===== src/rtl/acc_attr_pkg.sv =====
package acc_attr_pkg;

  typedef enum logic [3:0] {
    AT_RO    = 4'd0,
    AT_RW    = 4'd1,
    AT_W1C   = 4'd2,
    AT_RSET  = 4'd3,
    AT_RWL   = 4'd4,
    AT_RWSC  = 4'd5,
    AT_RWSCL = 4'd6,
    AT_WONCE = 4'd7,
    AT_WONLY = 4'd8
  } acc_attr_e;

  localparam int ATTR_BITS = 4;
  localparam int DEF_W     = 32;

  // bit i gets code (i mod 9) so every policy appears in both halves
  function automatic logic [ATTR_BITS*DEF_W-1:0] default_map();
    logic [ATTR_BITS*DEF_W-1:0] m;
    m = '0;
    for (int i = 0; i < DEF_W; i++) begin
      m[ATTR_BITS*i +: ATTR_BITS] = ATTR_BITS'(i % 9);
    end
    return m;
  endfunction

endpackage


===== src/rtl/acc_rst_dom.sv =====
module acc_rst_dom #(
  parameter int               WIDTH       = 32,
  parameter logic [WIDTH-1:0] STICKY_MASK = '0
) (
  input  logic             warm_rst_n,
  output logic [WIDTH-1:0] hold_o,
  output logic [WIDTH-1:0] clear_o
);

  genvar gi;
  generate
    for (gi = 0; gi < WIDTH; gi++) begin : g_dom
      if (STICKY_MASK[gi]) begin : g_sticky
        assign hold_o[gi]  = ~warm_rst_n;
        assign clear_o[gi] = 1'b0;
      end else begin : g_plain
        assign hold_o[gi]  = 1'b0;
        assign clear_o[gi] = ~warm_rst_n;
      end
    end
  endgenerate

endmodule


===== src/rtl/acc_bit.sv =====
module acc_bit
  import acc_attr_pkg::*;
#(
  parameter acc_attr_e ATTR = AT_RW,
  parameter bit        RST  = 1'b0
) (
  input  logic clk,
  input  logic cold_rst_n,
  input  logic hold_i,
  input  logic clear_i,
  input  logic warm_any_i,
  input  logic wr_i,
  input  logic rd_i,
  input  logic wd_i,
  input  logic set_i,
  input  logic clr_i,
  input  logic sts_i,
  input  logic lock_i,
  output logic rd_o,
  output logic pulse_o
);

  logic q_r, q_nx;
  logic done_r, done_nx;
  logic pulse_r, pulse_nx;
  logic upd_en;

  assign upd_en = ~hold_i;

  always_comb begin
    q_nx     = q_r;
    done_nx  = done_r;
    pulse_nx = 1'b0;
    if (clear_i) begin
      q_nx    = RST;
      done_nx = 1'b0;
    end else begin
      unique case (ATTR)
        AT_RO: ;
        AT_RW: begin
          if (wr_i) q_nx = wd_i;
        end
        AT_W1C: begin
          if (set_i)            q_nx = 1'b1;
          else if (wr_i && wd_i) q_nx = 1'b0;
        end
        AT_RSET: begin
          if (rd_i)             q_nx = 1'b1;
          else if (wr_i && wd_i) q_nx = 1'b0;
        end
        AT_RWL: begin
          if (wr_i && !lock_i) q_nx = wd_i;
        end
        AT_RWSC: begin
          if (wr_i)       q_nx = wd_i;
          else if (clr_i) q_nx = 1'b0;
        end
        AT_RWSCL: begin
          if (wr_i && !lock_i) q_nx = wd_i;
          else if (clr_i)      q_nx = 1'b0;
        end
        AT_WONCE: begin
          if (wr_i && !done_r) begin
            q_nx    = wd_i;
            done_nx = 1'b1;
          end
        end
        AT_WONLY: begin
          pulse_nx = wr_i & wd_i & ~warm_any_i;
        end
        default: ;
      endcase
    end
  end

  always_ff @(posedge clk or negedge cold_rst_n) begin
    if (!cold_rst_n) begin
      q_r    <= RST;
      done_r <= 1'b0;
    end else if (upd_en) begin
      q_r    <= q_nx;
      done_r <= done_nx;
    end
  end

  always_ff @(posedge clk or negedge cold_rst_n) begin
    if (!cold_rst_n) begin
      pulse_r <= 1'b0;
    end else begin
      pulse_r <= pulse_nx;
    end
  end

  always_comb begin
    unique case (ATTR)
      AT_RO:    rd_o = sts_i;
      AT_WONLY: rd_o = 1'b0;
      default:  rd_o = q_r;
    endcase
  end

  assign pulse_o = pulse_r;

endmodule


===== src/rtl/access_policy_reg.sv =====
module access_policy_reg
  import acc_attr_pkg::*;
#(
  parameter int                         WIDTH       = 32,
  parameter logic [ATTR_BITS*WIDTH-1:0] ATTR_VEC    = default_map(),
  parameter logic [WIDTH-1:0]           STICKY_MASK = 32'hFFFF_0000,
  parameter logic [WIDTH-1:0]           RST_VAL     = 32'h5A5A_C3C3
) (
  input  logic             clk,
  input  logic             cold_rst_n,
  input  logic             warm_rst_n,
  input  logic             wr_en,
  input  logic             rd_en,
  input  logic [WIDTH-1:0] wr_data,
  output logic [WIDTH-1:0] rd_data,
  input  logic             lock,
  input  logic [WIDTH-1:0] set_in,
  input  logic [WIDTH-1:0] clr_in,
  input  logic [WIDTH-1:0] sts_in,
  output logic [WIDTH-1:0] wo_pulse
);

  logic [WIDTH-1:0] hold_v;
  logic [WIDTH-1:0] clear_v;
  logic             warm_any;

  assign warm_any = ~warm_rst_n;

  acc_rst_dom #(
    .WIDTH       (WIDTH),
    .STICKY_MASK (STICKY_MASK)
  ) u_dom (
    .warm_rst_n (warm_rst_n),
    .hold_o     (hold_v),
    .clear_o    (clear_v)
  );

  genvar gi;
  generate
    for (gi = 0; gi < WIDTH; gi++) begin : g_bit
      acc_bit #(
        .ATTR (acc_attr_e'(ATTR_VEC[ATTR_BITS*gi +: ATTR_BITS])),
        .RST  (RST_VAL[gi])
      ) u_bit (
        .clk        (clk),
        .cold_rst_n (cold_rst_n),
        .hold_i     (hold_v[gi]),
        .clear_i    (clear_v[gi]),
        .warm_any_i (warm_any),
        .wr_i       (wr_en),
        .rd_i       (rd_en),
        .wd_i       (wr_data[gi]),
        .set_i      (set_in[gi]),
        .clr_i      (clr_in[gi]),
        .sts_i      (sts_in[gi]),
        .lock_i     (lock),
        .rd_o       (rd_data[gi]),
        .pulse_o    (wo_pulse[gi])
      );
    end
  endgenerate

endmodule


===== config.mk =====
export PLATFORM = sky130hd
export DESIGN_NAME = access_policy_reg
export DESIGN_NICKNAME = d
export VERILOG_FILES = /design/src/rtl/acc_attr_pkg.sv /design/src/rtl/acc_rst_dom.sv /design/src/rtl/acc_bit.sv /design/src/rtl/access_policy_reg.sv
export SDC_FILE = /design/constraint.sdc
export NUM_CORES = 1
export LEC_CHECK = 0
export BUFFER_PORTS_ARGS = -buffer_cell sky130_fd_sc_hd__buf_4
export CORE_ASPECT_RATIO = 1.75
export CORE_MARGIN = 2
export CORE_UTILIZATION = 31
export CTS_CLUSTER_SIZE = 24
export DETAILED_ROUTE_END_ITERATION = 16
export HOLD_SLACK_MARGIN = 0.15
export PLACE_DENSITY = 0.81
export SYNTH_ARGS = -nofsm -noshare
export SYNTH_HDL_FRONTEND = slang
export SYNTH_SLANG_ARGS = --single-unit

===== constraint.sdc =====
create_clock -name clk -period 0.9 [get_ports clk]
set_input_delay 0.09 -clock clk [delete_from_list [all_inputs] [get_ports clk]]
set_output_delay 0.09 -clock clk [all_outputs]
set_load 0.005 [all_outputs]

[Word-level counts from Yosys, hierarchy flattened]
Cells that the tools add are included.
Storage, ports and cells
  bits in latches: 0
  register bits: 31
  memories: 0
  bits in writable memories: 0
  input bits: 134
  word-level logic and storage cells: 129
  memory bits (read-only): 0
Cells by class
  muxes and demuxes: 49
  divide/modulo/power cells: 0
  reduce and logical (&&, ||, !) cells: 32
  $lt $le $gt $ge: 0
  add/subtract/negate cells: 0
  eq/ne operators: 11
  bitwise operators: 6
  multipliers: 0
  shift-type cells: 0
Operators by type and width (number)
  1-bit two-way mux: 49
  3-bit by 1-bit != test with 1-bit output (second input constant): 8
  2-bit AND reduction: 10
  1-bit logical AND: 12
  2-bit nonzero test: 6
  1-bit bitwise AND: 6
  2-bit by 1-bit != test with 1-bit output (second input constant): 3
  1-bit zero test: 4

[Logic depth before layout (Yosys ltp)]
  depth in word-level cells: 4
  depth in mapped cells: 5

[Hierarchy]
From an unflattened synthesis, not the netlist that was laid out.
Second synthesis, totals
  cells, all modules: 279
  area, all modules: 2566.2 µm²
Modules (own cells, without submodules)
  acc_rst_dom: seq. area each 0.0 µm², cells an instance 65, times used 1, area an instance 480.5 µm²
  acc_bit at g_bit[11].u_bit ...: seq. area each 25.0 µm², cells an instance 7, times used 6, area an instance 63.8 µm²
  acc_bit at g_bit[25].u_bit ...: seq. area each 51.3 µm², cells an instance 12, times used 2, area an instance 133.9 µm²
  acc_bit at g_bit[13].u_bit ...: seq. area each 25.0 µm², cells an instance 7, times used 3, area an instance 71.3 µm²
  acc_bit at g_bit[19].u_bit ...: seq. area each 26.3 µm², cells an instance 7, times used 3, area an instance 68.8 µm²
  acc_bit at g_bit[15].u_bit ...: seq. area each 26.3 µm², cells an instance 8, times used 2, area an instance 78.8 µm²
  acc_bit at g_bit[17].u_bit ...: seq. area each 25.0 µm², cells an instance 4, times used 3, area an instance 48.8 µm²
  acc_bit at g_bit[23].u_bit ...: seq. area each 25.0 µm², cells an instance 6, times used 2, area an instance 70.1 µm²
  acc_bit at g_bit[20].u_bit ...: seq. area each 26.3 µm², cells an instance 6, times used 2, area an instance 57.6 µm²
  acc_bit at g_bit[16].u_bit: seq. area each 50.0 µm², cells an instance 11, times used 1, area an instance 110.1 µm²
  acc_bit at g_bit[0].u_bit ...: seq. area each 0.0 µm², cells an instance 3, times used 4, area an instance 18.8 µm²
  acc_bit at g_bit[22].u_bit: seq. area each 26.3 µm², cells an instance 8, times used 1, area an instance 75.1 µm²
  acc_bit at g_bit[24].u_bit: seq. area each 25.0 µm², cells an instance 9, times used 1, area an instance 71.3 µm²
  acc_bit at g_bit[10].u_bit: seq. area each 25.0 µm², cells an instance 7, times used 1, area an instance 61.3 µm²
  2 more rows

[Worst setup path after synthesis]
Ideal clock, no wire load.
  path kind: reg-to-reg
  start point: register g_bit[16].u_bit.done_r
  end point: register g_bit[16].u_bit.q_r
  cell stages (with the launch flop): 3
  period minus slack after synthesis: 0.888 ns
  arrival: 0.761 ns
  setup time: 0.127 ns
  slack: 0.012 ns
  cell sequence: dfrtp_1 > nor2_1 > mux2_1
Between the ends
  longest elaborated chain between the ends: 3
Ends and longest elaborated chain
  start: declaration: line acc_bit.sv:24  | logic done_r, done_nx;
  start signal: assignment: line acc_bit.sv:82  | done_r <= done_nx;
  1-bit zero test: line acc_bit.sv:63  | if (wr_i && !done_r) begin
  1-bit logical AND: line acc_bit.sv:63
  2-bit AND reduction (no line)
  end signal: assignment: line acc_bit.sv:81  | q_r <= q_nx;
  end: declaration: line acc_bit.sv:23  | logic q_r, q_nx;
No other way between the ends.
A chain may end at the register's enable or synchronous reset.

[Final worst setup path]
  start point: register g_bit[15].u_bit.q_r
  end point: output port rd_data[15]
RTL lines
  start: declaration: line acc_bit.sv:23
  start signal: assignment: line acc_bit.sv:81
  end: declaration: line access_policy_reg.sv:15  | output logic [WIDTH-1:0] rd_data,
No word-level cell between the ends.

==> qor.csv <==
stage,metric,value,unit
die,chip height,104,um
timing,crit path time final,1.01,ns
placement,port bufs,71,
critical_path,CP arrival,0.92,ns
critical_path,worst r2r src,g_bit[16].u_bit.done_r,
clocking,root buffer cell,clkbuf_8,
worst_hold_path,startpoint of the worst hold path,wr_data[11],
pwr,sequential power share,46.8,%
critical_path,Critical path buffers and inverters,1,
route,DRT antenna net count,0,
timing,final cycle utilization of the critical path,112,%
timing,RSZ-0062 raised after global routing,yes,
critical_path,FF-to-FF End,g_bit[16].u_bit.rd_o,
logic_synthesis,synthesized area,0.00176,sq mm
worst_hold_path,worst hold stages,4,
cells_and_area,final net count,395,
timing,final worst slack,-0.108,ns
timing,number of max-slew violations in the final report,0,
route,Routed WL,4160,um
critical_path,CP Capture Type,output port,
worst_hold_path,hold path endpoint,g_bit[11].u_bit.rd_o,
pwr,sw power,847,uW
logic_synthesis,"Seq/Total Area, Yosys",44.8,%
run_status,failing checks,negative setup slack,
run,number of max-cap violations,0,
critical_path,critical setup path kind,flip-flop to output port,
clocking,CTS tree,built,
worst_hold_path,HP Class,primary input to flip-flop,
grt,Global Route met3 Usage,3.75,%
timing,fmax,992,MHz
pwr,total internal power,2.65,mW
die,# IOs,198,
pwr,Net Sw Frac,24.2,%
timing,TNS Setup,-1.02,ns
critical_path,Critical Path RT,0.81,ns
clocking,Clock Path Buffers,2,
clocking,CTS HTree Levels,2,
critical_path,CP Cell Sequence,buf_6,
logic_synthesis,yosys warns,0,
critical_path,R2R setup slack,0,ns
grt,gr ovfl total,0,
logic_synthesis,Synth Flop Type,dfrtp_1,
grt,antenna violations before repair,0,
grt,overall global routing resource usage,13.0,%
grt,met1 Use GR,12.7,%
route,Vias/cell,3.95,
pwr,power share of the combinational group,24.7,%
route,1st-iter DRT viols,14,
pwr,clock network fraction of total power,28.5,%
cells_and_area,Layout area overhead,50.9,%
critical_path,Crit path largest cell delay,0.55,ns
critical_path,Setup crit start kind,flip-flop,
logic_synthesis,syn_area_per_cell,10.3,sq um
cells_and_area,Antenna Diode Count,0,
clocking,TritonCTS Buffers,5,
cells_and_area,"non-filler cells, final",337,
placement,Detail Placement HPWL,2610,um
cells_and_area,"most common cell after layout, fill and taps aside",buf_4,
placement,GPL Wtd Cong,0.651,
logic_synthesis,Post-synth EDFFs,0,
placement,Placed Cells,284,
critical_path,R2R depth,2,
pwr,cell leakage power,1.31,nW
grt,first-pass GRT wire length,6090,um
die,Die W,61.0,um
clocking,worst skew pair latency,0.27,ns
logic_synthesis,#FFs+latches synth,31,
route,# DRC,0,
die,initial core utilization,31.8,%
run_status,status,"finished, violations left",
timing,Final Hold Vio Count,0,
critical_path,CP max-delay cell,dfstp_2,
route,1st-pass router iterations,3,
die,Core ar.,0.00554,sq mm
logic_synthesis,unique cell type count in the Yosys netlist,28,
pwr,PwrDens,1320,mW/mm^2
logic_synthesis,asr flop ratio synth,100,%
critical_path,Worst Path Max Fanout,2,
timing,hold slack,0.156,ns
grt,vias in the first global route,1334,
die,row count,36,
pwr,Max IR drop VDD,0.00111,V
logic_synthesis,cells after synthesis,171,
cells_and_area,most frequent cells in the layout,"buf_4, dlygate4sd3_1, conb_1",
die,die area,0.00633,sq mm
route,routed via count,1332,
route,WL per Instance,12.4,um
cells_and_area,Filler cells,509,
clocking,clk slew on worst S/H paths,0.06,ns
critical_path,"CP delay by family, top",flip-flops,
grt,GR met2 Demand/Resource,23.0,%
clocking,Num Clock Sinks,31,
cells_and_area,share of layout cells above drive strength 1,41.4,%
timing,Finish-stage setup viols,12,
grt,largest net degree at the start of global routing,32,
grt,GR peak layer,met2,
timing,skew final,0.00285,ns
## registers in the layout, summed over array words and instances (netlist names)
name / flops
g_bit.u_bit.done_r: 3
g_bit.u_bit.pulse_o: 3
g_bit.u_bit.rd_o: 25
## power groups by stage
stage / logic (mW) / registers (mW) / clock network [mW]
after floorplan: 0.506 / 1.62 / 0
final: 0.864 / 1.64 / 0.999
after CTS: 0.822 / 1.63 / 1.05
after global routing: 0.948 / 1.65 / 1.11
after detailed placement: 0.624 / 1.64 / 0
after global placement: 0.610 / 1.64 / 0
## metal layers
metal | vias up | part of all wire [%] | wire (um)
li1 | 631 | - | -
met1 | 610 | 35 | 1440
met2 | 81 | 55 | 2270
met3 | 10 | 7.6 | 315
met4 | 0 | 3.3 | 136
met5 | - | 0 | 0
## timing repair
action	CTS	global route
buffers inserted	4	3
hold buffers	39	0
hold endpoints to repair	60	0
pin swaps	4	1
resized for setup	16	13
endpoints found under the setup margin	19	28
## cell type report
class / count / area (sq um) / share of cell area [%]
clock buffers: 7 / 76.3 / 2.87
inverters: 3 / 11.3 / 0.424
multi-input cells: 98 / 572 / 21.5
flip-flops and latches: 31 / 790 / 29.7
well taps: 76 / 95.1 / 3.58
repair buffers: 122 / 1110 / 41.9
## metrics by stage
step | cell area (sq um) | util [%] | power, mW | setup slack, ns
after global placement | 2030 | 36.7 | 2.25 | -0.0648
final | 2660 | 48.0 | 3.50 | -0.108
after floorplan | 1880 | - | 2.12 | 0.0117
after detailed placement | 2030 | 36.7 | 2.26 | -0.0683
after CTS | 2590 | 46.7 | 3.51 | -0.119
after global routing | 2660 | 48.0 | 3.70 | -0.136
## synthesized netlist by cell type (2+ instances only)
library cell	n	share of area (%)
a21oi_1	5	1.4
a22o_1	5	2.5
inv_1	3	0.64
dfrtp_1	20	28
buf_6	2	1.3
buf_4	65	28
nor2_1	2	0.43
mux2i_1	5	2.8
nand2b_1	3	1.1
dfstp_2	11	16
and3_1	3	1.1
o311ai_2	2	1.8
buf_2	2	0.57
mux2_1	4	2.6
nand2_1	19	4.0
nor2b_1	8	2.8
## cell families after synthesis
| group | share of synthesized area, % |
|---|---|
| AOI/OAI and AO/OA | 7.81 |
| buffers and inverters | 30.4 |
| other | 0.213 |
| and+or+nand+nor | 11.4 |
| muxes | 5.40 |
| DFF | 44.8 |
## worst max path at each step
stage	from	cells past startpoint	to
floorplan	g_bit[16].u_bit.done_r	2	g_bit[16].u_bit.rd_o
global placement	lock	4	g_bit[24].u_bit.rd_o
detailed placement	lock	4	g_bit[24].u_bit.rd_o
CTS	g_bit[15].u_bit.rd_o	1	rd_data[15]
global route	g_bit[6].u_bit.rd_o	1	rd_data[6]
finish	g_bit[15].u_bit.rd_o	1	rd_data[15]
(Power assumes the default switching activity.)
